<file path="src/rtl/sdx_pkg.sv">
package sdx_pkg;
  typedef enum logic [3:0] {
    XS_IDLE, XS_CMD, XS_R1, XS_RTOK, XS_RDAT, XS_RCRC,
    XS_WTOK, XS_WDAT, XS_WCRC, XS_WRSP, XS_WBSY, XS_END
  } xfer_st_t;

  localparam logic [1:0] ERR_OK   = 2'd0;
  localparam logic [1:0] ERR_TMO  = 2'd1;
  localparam logic [1:0] ERR_WREJ = 2'd2;
  localparam logic [1:0] ERR_R1   = 2'd3;

  localparam logic [7:0] FILL_BYTE   = 8'hFF;
  localparam logic [7:0] START_TOKEN = 8'hFE;
  localparam logic [5:0] OP_READ     = 6'd17;
  localparam logic [5:0] OP_WRITE    = 6'd24;
  localparam logic [4:0] ACCEPT_CODE = 5'b00101;
endpackage

</file>
<file path="src/rtl/sdx_spi_byte.sv">
module sdx_spi_byte #(
  parameter int HALF_CYC = 2
) (
  input  logic       clk,
  input  logic       rst_n,
  input  logic       go,
  input  logic [7:0] tx,
  input  logic       miso,
  output logic       sclk,
  output logic       mosi,
  output logic [7:0] rx,
  output logic       fin
);
  localparam int PW = (HALF_CYC > 1) ? $clog2(HALF_CYC) : 1;
  localparam logic [PW-1:0] PH_LAST = PW'(HALF_CYC - 1);

  logic          act;
  logic [PW-1:0] ph;
  logic [2:0]    bitn;
  logic [7:0]    sh;

  always_ff @(posedge clk or negedge rst_n) begin
    if (!rst_n) begin
      act  <= 1'b0;
      ph   <= '0;
      bitn <= '0;
      sh   <= '0;
      rx   <= '0;
      sclk <= 1'b0;
      mosi <= 1'b1;
      fin  <= 1'b0;
    end else begin
      fin <= 1'b0;
      if (go && !act) begin
        act  <= 1'b1;
        sh   <= tx;
        mosi <= tx[7];
        bitn <= '0;
        ph   <= '0;
      end else if (act) begin
        if (ph == PH_LAST) begin
          ph <= '0;
          if (!sclk) begin
            sclk <= 1'b1;
            rx   <= {rx[6:0], miso};
          end else begin
            sclk <= 1'b0;
            if (bitn == 3'd7) begin
              act  <= 1'b0;
              fin  <= 1'b1;
              mosi <= 1'b1;
            end else begin
              bitn <= bitn + 3'd1;
              sh   <= {sh[6:0], 1'b1};
              mosi <= sh[6];
            end
          end
        end else begin
          ph <= ph + PW'(1);
        end
      end
    end
  end
endmodule

</file>
<file path="src/rtl/sdx_budget.sv">
module sdx_budget #(
  parameter int LIMIT = 100_000_000
) (
  input  logic clk,
  input  logic rst_n,
  input  logic clr,
  output logic expired
);
  localparam int TW = $clog2(LIMIT + 1);
  localparam logic [TW-1:0] TOP = TW'(LIMIT);

  logic [TW-1:0] cnt;

  always_ff @(posedge clk or negedge rst_n) begin
    if (!rst_n)           cnt <= '0;
    else if (clr)         cnt <= '0;
    else if (cnt != TOP)  cnt <= cnt + TW'(1);
  end

  assign expired = (cnt == TOP);
endmodule

</file>
<file path="src/rtl/sd_sector_xfer.sv">
module sd_sector_xfer
  import sdx_pkg::*;
#(
  parameter int HALF_CYC       = 2,
  parameter int TIMEOUT_CYCLES = 100_000_000,
  parameter int SECTOR_BYTES   = 512
) (
  input  logic        clk,
  input  logic        rst_n,
  input  logic        start,
  input  logic        write,
  input  logic        hc_card,
  input  logic [31:0] blk_num,
  output logic        done,
  output logic [1:0]  status,
  input  logic        wd_valid,
  output logic        wd_ready,
  input  logic [7:0]  wd_data,
  output logic        rd_valid,
  input  logic        rd_ready,
  output logic [7:0]  rd_data,
  output logic        sclk,
  output logic        cs_n,
  output logic        mosi,
  input  logic        miso
);
  localparam int CW  = $clog2(SECTOR_BYTES + 1);
  localparam int ASH = $clog2(SECTOR_BYTES);
  localparam logic [CW-1:0] LAST_IDX   = CW'(SECTOR_BYTES - 1);
  localparam logic [CW-1:0] FULL_CNT   = CW'(SECTOR_BYTES);
  localparam logic [CW-1:0] FRAME_LAST = CW'(6);
  localparam logic [CW-1:0] ONE        = CW'(1);

  xfer_st_t    st;
  logic [CW-1:0] cnt;
  logic        inflight, is_wr;
  logic [31:0] arg_q;
  logic        want, go, fin, tmo;
  logic [7:0]  tx_b, rx_b;
  logic [5:0]  op;

  assign op = is_wr ? OP_WRITE : OP_READ;

  // byte to send next and whether one may be started
  always_comb begin
    want = 1'b0;
    tx_b = FILL_BYTE;
    case (st)
      XS_CMD: begin
        want = 1'b1;
        case (cnt[2:0])
          3'd1:    tx_b = {2'b01, op};
          3'd2:    tx_b = arg_q[31:24];
          3'd3:    tx_b = arg_q[23:16];
          3'd4:    tx_b = arg_q[15:8];
          3'd5:    tx_b = arg_q[7:0];
          default: tx_b = FILL_BYTE;
        endcase
      end
      XS_R1, XS_RTOK, XS_RCRC, XS_WCRC, XS_WRSP, XS_WBSY: want = 1'b1;
      XS_WTOK: begin
        want = 1'b1;
        tx_b = START_TOKEN;
      end
      XS_RDAT: want = !rd_valid && (cnt < FULL_CNT);
      XS_WDAT: begin
        want = wd_valid;
        tx_b = wd_data;
      end
      default: ;
    endcase
  end

  assign go       = want && !inflight;
  assign wd_ready = (st == XS_WDAT) && !inflight;

  sdx_spi_byte #(.HALF_CYC(HALF_CYC)) u_phy (
    .clk(clk), .rst_n(rst_n), .go(go), .tx(tx_b), .miso(miso),
    .sclk(sclk), .mosi(mosi), .rx(rx_b), .fin(fin)
  );

  sdx_budget #(.LIMIT(TIMEOUT_CYCLES)) u_budget (
    .clk(clk), .rst_n(rst_n), .clr(start && st == XS_IDLE), .expired(tmo)
  );

  always_ff @(posedge clk or negedge rst_n) begin
    if (!rst_n) begin
      st       <= XS_IDLE;
      cnt      <= '0;
      inflight <= 1'b0;
      is_wr    <= 1'b0;
      arg_q    <= '0;
      cs_n     <= 1'b1;
      done     <= 1'b0;
      status   <= ERR_OK;
      rd_valid <= 1'b0;
      rd_data  <= '0;
    end else begin
      done <= 1'b0;
      if (go) inflight <= 1'b1;
      if (rd_valid && rd_ready) rd_valid <= 1'b0;
      case (st)
        XS_IDLE: if (start) begin
          is_wr  <= write;
          arg_q  <= hc_card ? blk_num : (blk_num << ASH);
          cs_n   <= 1'b0;
          cnt    <= '0;
          status <= ERR_OK;
          st     <= XS_CMD;
        end
        XS_END: begin
          cs_n <= 1'b1;
          done <= 1'b1;
          st   <= XS_IDLE;
        end
        default: begin
          if (fin) begin
            inflight <= 1'b0;
            if (tmo) begin
              status <= ERR_TMO;
              st     <= XS_END;
            end else begin
              case (st)
                XS_CMD: if (cnt == FRAME_LAST) begin
                  st  <= XS_R1;
                  cnt <= '0;
                end else cnt <= cnt + ONE;
                XS_R1: if (rx_b != FILL_BYTE) begin
                  if (rx_b != 8'h00) begin
                    status <= ERR_R1;
                    st     <= XS_END;
                  end else st <= is_wr ? XS_WTOK : XS_RTOK;
                end
                XS_RTOK: if (rx_b != FILL_BYTE) begin
                  st  <= XS_RDAT;
                  cnt <= '0;
                end
                XS_RDAT: begin
                  rd_data  <= rx_b;
                  rd_valid <= 1'b1;
                  cnt      <= cnt + ONE;
                end
                XS_RCRC: if (cnt == ONE) st <= XS_END;
                         else cnt <= cnt + ONE;
                XS_WTOK: begin
                  st  <= XS_WDAT;
                  cnt <= '0;
                end
                XS_WDAT: if (cnt == LAST_IDX) begin
                  st  <= XS_WCRC;
                  cnt <= '0;
                end else cnt <= cnt + ONE;
                XS_WCRC: if (cnt == ONE) st <= XS_WRSP;
                         else cnt <= cnt + ONE;
                XS_WRSP: if (rx_b != FILL_BYTE) begin
                  if (rx_b[4:0] != ACCEPT_CODE) begin
                    status <= ERR_WREJ;
                    st     <= XS_END;
                  end else st <= XS_WBSY;
                end
                XS_WBSY: if (rx_b != 8'h00) st <= XS_END;
                default: ;
              endcase
            end
          end else if (st == XS_RDAT && cnt == FULL_CNT && !rd_valid) begin
            st  <= XS_RCRC;
            cnt <= '0;
          end
        end
      endcase
    end
  end
endmodule

</file>
<file path="config.mk">
export PLATFORM = sky130hd
export DESIGN_NAME = sd_sector_xfer
export DESIGN_NICKNAME = d
export VERILOG_FILES = /design/src/rtl/sdx_pkg.sv /design/src/rtl/sdx_spi_byte.sv /design/src/rtl/sdx_budget.sv /design/src/rtl/sd_sector_xfer.sv
export SDC_FILE = /design/constraint.sdc
export NUM_CORES = 1
export LEC_CHECK = 0
export CAP_MARGIN = 10
export CORE_UTILIZATION = 32
export CTS_BUF_LIST = sky130_fd_sc_hd__clkbuf_8
export DETAILED_ROUTE_END_ITERATION = 7
export DONT_BUFFER_PORTS = 1
export PLACE_DENSITY = 0.55
export SKIP_CTS_REPAIR_TIMING = 1
export SLEW_MARGIN = 0
export SYNTH_ARGS = -nofsm -noshare
export SYNTH_HDL_FRONTEND = slang
export SYNTH_SLANG_ARGS = --single-unit
</file>
<file path="constraint.sdc">
create_clock -name clk -period 3.4 [get_ports clk]
set_clock_uncertainty 0.15 [all_clocks]
set_input_delay 0.17 -clock clk [delete_from_list [all_inputs] [get_ports clk]]
set_output_delay 0.17 -clock clk [all_outputs]
set_load 0.05 [all_outputs]
</file>
==> summary.md, run 1 <==
| Metric | Value |
|---|---|
| Layout cell share with drive strength beyond 1 | slightly below 9% |
| Worst path required time | between 3000 and 4000 ps |
| Psw | between 1.5 and 2 mW |
| Skew-Pair Late Insertion Delay | ~400 ps |
| Slowest library cell on the worst path | dfrtp_1 |
| GRT Overall Usage | 16.4% |
| Synth cell types | 65 |
| First-pass DRT Iterations | 5 |
| Max-slew violations | 0 |
| Diode count | 0 |
| Site row count | 50 |
| Setup TNS after final layout | 0 ps |
| Worst setup path category | flip-flop to flip-flop |
| FF+latch count, synth | between 100 and 150 |
| Post-route ant nets | 0 |
| Gate Count Post-Synth | about 660 |
| Most frequent cells in the layout | dfrtp_1, nand2_1, o21ai_0 |
| Die area | 19,700 sq um |
| Syn nets | a little over 700 |
| Number of flops mapped to enable cells by yosys | 0 |
| First-pass GRT wire length | between 20,000 and 30,000 um |
| Reg power frac | around half |
| Commonest non-fill, non-tap cell in the layout | dfrtp_1 |
| Cell Area, Synth | between 6000 and 7000 sq um |
| Initial DRC count | around 450 |
| Post-route DRC | 0 |
| Max Root-Sink Buffers | 2 |
| Worst path arrival time | between 3000 and 4000 ps |
| Post-synth ARST share | 100% |
| Syn_area_per_cell | 9.29 sq um |
| Worst IR Drop VDD | between 200 and 300 uV |
| Clock power frac | 16.9% |
| H-tree depth | 3 |
| Buffers plus inverters on the worst setup path | 0 |
| WL final | around 16,000 um |
| Top-level port count | 64 |
| Max Freq | between 300 and 400 MHz |
| Nets | 759 |
| Seq/Total Area, Yosys | between 40 and 50% |
| Primary FF master, synth | dfrtp_1 |
| Core Area | approximately 19,000 sq um |
| Hold crit path type | input port to flip-flop |
| RSZ-0062 raised after global routing | no |
| DR vias/cell | between 5 and 6 |
| Outcome | finished, violations left |
| Sw Share | between 40% and 50% |
| Root buf cell | clkbuf_8 |
| Hold_ws | -52.1 ps |
| Worst setup EP type | flip-flop |
| Total number of yosys warnings | 0 |
| Die Height | 140 um |
| CTS buffer count | 9 |
| Crit path max-delay family | compound AO/OA/AOI/OAI gates |
| Multi-input gate area in the final layout | 3130 sq um |
| GP Congestion | 0.824 |
| Via count | roughly 5,100 |
| Logic pwr share | 32.8% |
| Initial antenna violation count | 0 |
| Max-cap viol count | 0 |
| Die width | 140 um |
| Failing checks | negative hold slack |
| Area Growth Syn to Fin | 16.6% |
| Fillers | 1,855 |
| Leakage Power | around 3.0 nW |
| GRT Residual Overflow | 0 |
| Vias in the first global route | 4,950 |
| Rel. slew slack | about 20% |
| Largest net degree at the start of global routing | roughly 110 |
| Reg2Reg Setup Slack | roughly 440 ps |
| CP startpoint kind | flip-flop |
| Share of the clock period used by the worst path | around 87% |
| Slowest stage delay, CP | approximately 860 ps |
| Final hold vios | 2 |
| Worst-Margin Slew | 1200 ps |
| Initial Utilization | between 30% and 40% |
| Final critical-path required period | 2960 ps |
| CTS tree | done |
| WL per Instance | about 17 um |
| Critical Path Fanout Max | 28 |
| Clock sinks | 111 |
| Pint | a little under 3 mW |
| Post-DP HPWL | roughly 11,000 um |
| I/O Buffers | 0 |
| Overall power | ~4.9 mW |
| Pwr Density | between 600 and 700 nW/um^2 |
| CP cell instances | nor2_1, and3_1, a221o_1, a211o_1, or2_1, o31ai_2 |
| Final setup vio count | 0 |
| Clock slew at reported path FFs | around 100 ps |
| FF/Latch Area | between 2000 and 3000 sq um |
## worst reg2reg max path: cells and delay by family, from the launching register on
kind               cells  cell delay, ps
and+or+nand+nor        3             820
AOI/OAI and AO/OA      3            1050
DFF                    1             860
## per-layer routing
layer | GRT usage (%) | vias up | wire length (um)
met2 | 26.1 | 104 | 7450
li1 | - | 2431 | -
met1 | 21.8 | 2524 | 7500
met3 | 3.66 | 18 | 580
met5 | 0 | - | 0
met4 | 5.67 | 0 | 279
## power by group through the flow
| stage | Clock (mW) | Combinational (mW) | Sequential [mW] |
|---|---|---|---|
| after floorplan | 0 | 1.24 | 2.26 |
| after global placement | 0 | 1.48 | 2.46 |
| after detailed placement | 0 | 1.50 | 2.47 |
| after CTS | 0.853 | 1.51 | 2.45 |
| after global routing | 0.899 | 1.81 | 2.54 |
| final | 0.823 | 1.60 | 2.45 |
## layout make-up
class                      count  share of cell area (%)
clock inverter                 7                    1.00
clock buffer                   9                    1.74
timing repair buffer          67                    9.41
multi-input combinational    496                    43.9
sequential                   111                    39.0
inverter                      16                   0.843
tap                          234                    4.11
## sequential cells by signal, summed over array words and instances (netlist names), 2 cells and up
signal,flops
arg_q,32
rd_data,8
u_phy.sh,7
st,4
u_phy.bitn,3
u_phy.rx,8
cnt,10
status,2
u_budget.cnt,27
## path summary, 6_finish.rpt
kind / startpoint / to / cells after the start
setup / recovery: st[3]$_DFFE_PN0P_ / cnt[3]$_DFFE_PN0P_ / 6
hold / removal: wd_data[1] / u_phy.sh[1]$_DFFE_PN0P_ / 4
setup reg to reg: st[3]$_DFFE_PN0P_ / cnt[3]$_DFFE_PN0P_ / 6
hold reg to reg: arg_q[4]$_DFFE_PN0P_ / arg_q[4]$_DFFE_PN0P_ / 2
max in group asynchronous: rst_n / u_phy.bitn[1]$_DFFE_PN0P_ / 2
min in group asynchronous: rst_n / arg_q[19]$_DFFE_PN0P_ / 2
## kinds of logic after synthesis
group / synth area share [%]
flops: 45.5
simple gates: 22.3
buf+inv: 3.38
xor+xnor: 3.01
compound gates: 13.6
fa+ha+maj: 2.05
mux: 10.2
## cells in the mapped netlist, types with 4 or more instances
| cell type | n | area, sq um |
|---|---|---|
| nand4_1 | 11 | 68.8 |
| nor2b_1 | 10 | 62.6 |
| or4_1 | 5 | 37.5 |
| o211ai_1 | 6 | 45.0 |
| a31oi_1 | 8 | 50.1 |
| or2_2 | 4 | 25.0 |
| xnor2_1 | 9 | 78.8 |
| dfrtp_1 | 109 | 2730 |
| nor3_1 | 5 | 25.0 |
| xor2_1 | 12 | 105 |
| nand2_1 | 87 | 327 |
| mux2_2 | 20 | 225 |
| or3_1 | 9 | 56.3 |
| ha_1 | 10 | 125 |
| clkbuf_1 | 24 | 90.1 |
| nand2b_1 | 9 | 56.3 |
| o22ai_1 | 5 | 31.3 |
| nor2_1 | 53 | 199 |
| nand3_1 | 34 | 170 |
| o21ai_0 | 58 | 290 |
| inv_1 | 15 | 56.3 |
| o22a_1 | 4 | 35.0 |
| buf_2 | 6 | 30.0 |
| and2_1 | 6 | 37.5 |
| mux2i_1 | 40 | 400 |
| and3_1 | 10 | 62.6 |
| a21oi_1 | 25 | 125 |
## stage by stage
step | cells | hold slack [ps] | utilization [%] | instance area [sq um] | worst slack (ps)
after CTS | 884 | -716 | 35.0 | 6540 | 464
after floorplan | 658 | -276 | - | 6110 | 929
after global placement | 868 | -270 | 33.9 | 6340 | 494
final | 940 | -52.1 | 38.1 | 7130 | 441
after detailed placement | 868 | -269 | 33.9 | 6340 | 494
after global routing | 940 | 4.98 | 38.1 | 7130 | 215
Power figures use the tool's default switching activity.
==> run 2, diff against run 1 <==
CELL_PAD_IN_SITES_DETAIL_PLACEMENT = 1   (was not set)
CELL_PAD_IN_SITES_GLOBAL_PLACEMENT = 2   (was not set)
PLACE_DENSITY = 0.75   (was 0.55)
==> summary.md, run 2 (same netlist as run 1, synthesis figures left out) <==
| Metric | Value |
|---|---|
| Outcome | finished, violations left |
| Failing checks | negative hold slack |
| CP startpoint kind | flip-flop |
| Reg2Reg Setup Slack | 430 ps (about the same) |
| Placed instance count | 867 (-0.12%) |
| Worst path required time | 3590 ps (+30 ps) |
| CP cell instances | nor4_2, and2_1, buf_4, nand3_1, dlygate4sd3_1, nand2_1 |
| Initial Utilization | 32.7% (unchanged) |
| Psw | 2.01 mW (+1.2%) |
| GRT Residual Overflow | 0 (unchanged) |
| GRT Overall Usage | 17.7% (+1.3 points) |
| Core Area | 18,700 sq um (unchanged) |
| Die Height | 140 um (unchanged) |
| Clock power frac | 18.0% (+1.1 points) |
| Post-route ant nets | 0 (unchanged) |
| Diode count | 0 (unchanged) |
| DR vias/cell | 5.39 (-0.15%) |
| Final critical-path required period | 2970 ps (+10.4 ps) |
| Sw Share | 40.5% (-0.29 points) |
| H-tree depth | 3 (unchanged) |
| CTS tree | done |
| Largest net degree at the start of global routing | 112 (unchanged) |
| Hold crit path type | input port to flip-flop |
| Commonest non-fill, non-tap cell in the layout | dfrtp_1 |
| Slowest stage delay, CP | 720 ps (-140 ps) |
| Critical Path Fanout Max | 37 (+32%) |
| Post-DP HPWL | 11,800 um (+8.6%) |
| Final hold vios | 5 (+3) |
| Worst path arrival time | 3160 ps (+40 ps) |
| Worst reg2reg path depth | 6 (unchanged) |
| Logic pwr share | 32.1% (-0.7 points) |
| Pint | 2.95 mW (+2.4%) |
| Max-cap viol count | 0 (unchanged) |
| Slowest library cell on the worst path | nor4_2 |
| First-pass GRT wire length | 27,500 um (+7.1%) |
| Die area | 19,700 sq um (unchanged) |
| Pwr Density | 698 nW/um^2 (+2.1%) |
| Via count | 5,048 (-0.57%) |
| Clock sinks | 111 (unchanged) |
| Nets | 755 (-0.53%) |
| Top-level port count | 64 (unchanged) |
| Worst setup EP type | flip-flop |
| GP Congestion | 0.867 (+5.2%) |
| Crit path max-delay family | simple AND/OR/NAND/NOR gates |
| Top reg by flops | arg_q |
| Final setup vio count | 0 (unchanged) |
| WHS Path Cells | 4 (unchanged) |
| First-pass DRT Iterations | 4 (-1) |
| Min-Delay Endpoint | u_phy.sh[1]$_DFFE_PN0P_ |
| Hold Path Origin | wd_data[1] |
| Skew-Pair Late Insertion Delay | 400 ps (about the same) |
| Core Util, Final | 38.0% (-0.073 points) |
| Initial DRC count | 265 (-40%) |
| Rel. slew slack | 31.2% (+11 points) |
| Hold_ws | -54.1 ps (-1.98 ps) |
| Max Freq | 337 MHz (-0.35%) |
| Clock slew at reported path FFs | 100 ps (about the same) |
| Max reg flops | 32 (unchanged) |
| WL final | 17,300 um (+9.2%) |
| Site row count | 50 (unchanged) |
| Most frequent cells in the layout | dfrtp_1, nand2_1, o21ai_0 |
| Worst IR Drop VDD | 192 uV (-28%) |
| Reg power frac | 49.9% (-0.4 points) |
| RSZ-0062 raised after global routing | no |
| Share of the clock period used by the worst path | 87.3% (+0.31 points) |
| Die width | 140 um (unchanged) |
| Post-route DRC | 0 (unchanged) |
| Vias in the first global route | 5,229 (+5.6%) |
| Worst r2r dst | arg_q[0]$_DFFE_PN0P_ |
| I/O Buffers | 0 (unchanged) |
| Worst-Margin Slew | 1030 ps (-169 ps) |
| WL per Instance | 18.4 um (+9.7%) |
| Leakage Power | 2.99 nW (-0.19%) |
| Max Root-Sink Buffers | 2 (unchanged) |
| Setup TNS after final layout | 0 ps (unchanged) |
| Biggest regs | arg_q: 32 flops, u_budget.cnt: 27 flops, cnt: 10 flops |
| CTS buffer count | 9 (unchanged) |
| Worst setup path category | flip-flop to flip-flop |
| RR Startpoint | st[0]$_DFFE_PN0P_ |
| Buffers plus inverters on the worst setup path | 2 (+2) |
| Root buf cell | clkbuf_8 |
| Area Growth Syn to Fin | 16.3% |
| Max-slew violations | 0 (unchanged) |
| Layout cell share with drive strength beyond 1 | 8.55% (-0.23 points) |
| Cell Count, Final, Fillers Out | 936 (-0.43%) |
| Initial antenna violation count | 0 (unchanged) |
==> run 2: area by class of cell <==
cell class                 instances  area, sq um
fill                            2153        11600
timing repair buffer              63          633
multi-input combinational        496         3130
clock buffer                       9          124
clock inverter                     7         95.1
tap                              234          293
inverter                          16         60.1
sequential                       111         2780
==> run 2: how the worst max path moves through the flow <==
stage	startpoint	endpoint	slack, ps	depth (start not counted)
global route	st[3]$_DFFE_PN0P_	arg_q[3]$_DFFE_PN0P_	230	6
finish	st[0]$_DFFE_PN0P_	arg_q[0]$_DFFE_PN0P_	430	6
floorplan	cnt[0]$_DFFE_PN0P_	cnt[3]$_DFFE_PN0P_	930	10
CTS	u_budget.cnt[0]$_DFFE_PN0P_	st[1]$_DFFE_PN0P_	480	8
global placement	st[3]$_DFFE_PN0P_	cnt[3]$_DFFE_PN0P_	670	6
detailed placement	u_budget.cnt[0]$_DFFE_PN0P_	st[1]$_DFFE_PN0P_	550	8
==> run 2: worst register-to-register path, stage by stage, from the launching register on <==
cell and delay, ps:
dfrtp_1 650, nor4_2 720, and2_1 220, buf_4 370, nand3_1 150, dlygate4sd3_1 580
nand2_1 80
==> run 2: power groups by stage <==
stage / Combinational (mW) / Sequential, mW / Clock, mW
4_1_cts: 1.51 / 2.48 / 0.930
6_report: 1.60 / 2.48 / 0.892
2_1_floorplan: 1.24 / 2.26 / 0
3_3_place_gp: 1.45 / 2.47 / 0
5_1_grt: 1.81 / 2.57 / 0.971
3_5_place_dp: 1.50 / 2.50 / 0
==> run 2: per-layer routing <==
metal | vias to the layer above | share of wire, % | track usage, %
li1 | 2410 | - | -
met1 | 2530 | 47 | 23.6
met2 | 83 | 48 | 28.8
met3 | 25 | 2.4 | 2.67
met4 | 0 | 2.1 | 6.94
met5 | - | 0 | 0
==> run 2: per-stage QoR <==
| step | total power, mW | setup slack, ps | hold slack, ps | instance area [sq um] |
|---|---|---|---|---|
| after floorplan | 3.51 | 929 | -276 | 6110 |
| after global placement | 3.92 | 668 | -268 | 6340 |
| after detailed placement | 4.00 | 549 | -268 | 6340 |
| after CTS | 4.92 | 484 | -719 | 6560 |
| after global routing | 5.36 | 234 | 0.171 | 7110 |
| final | 4.96 | 430 | -54.1 | 7110 |
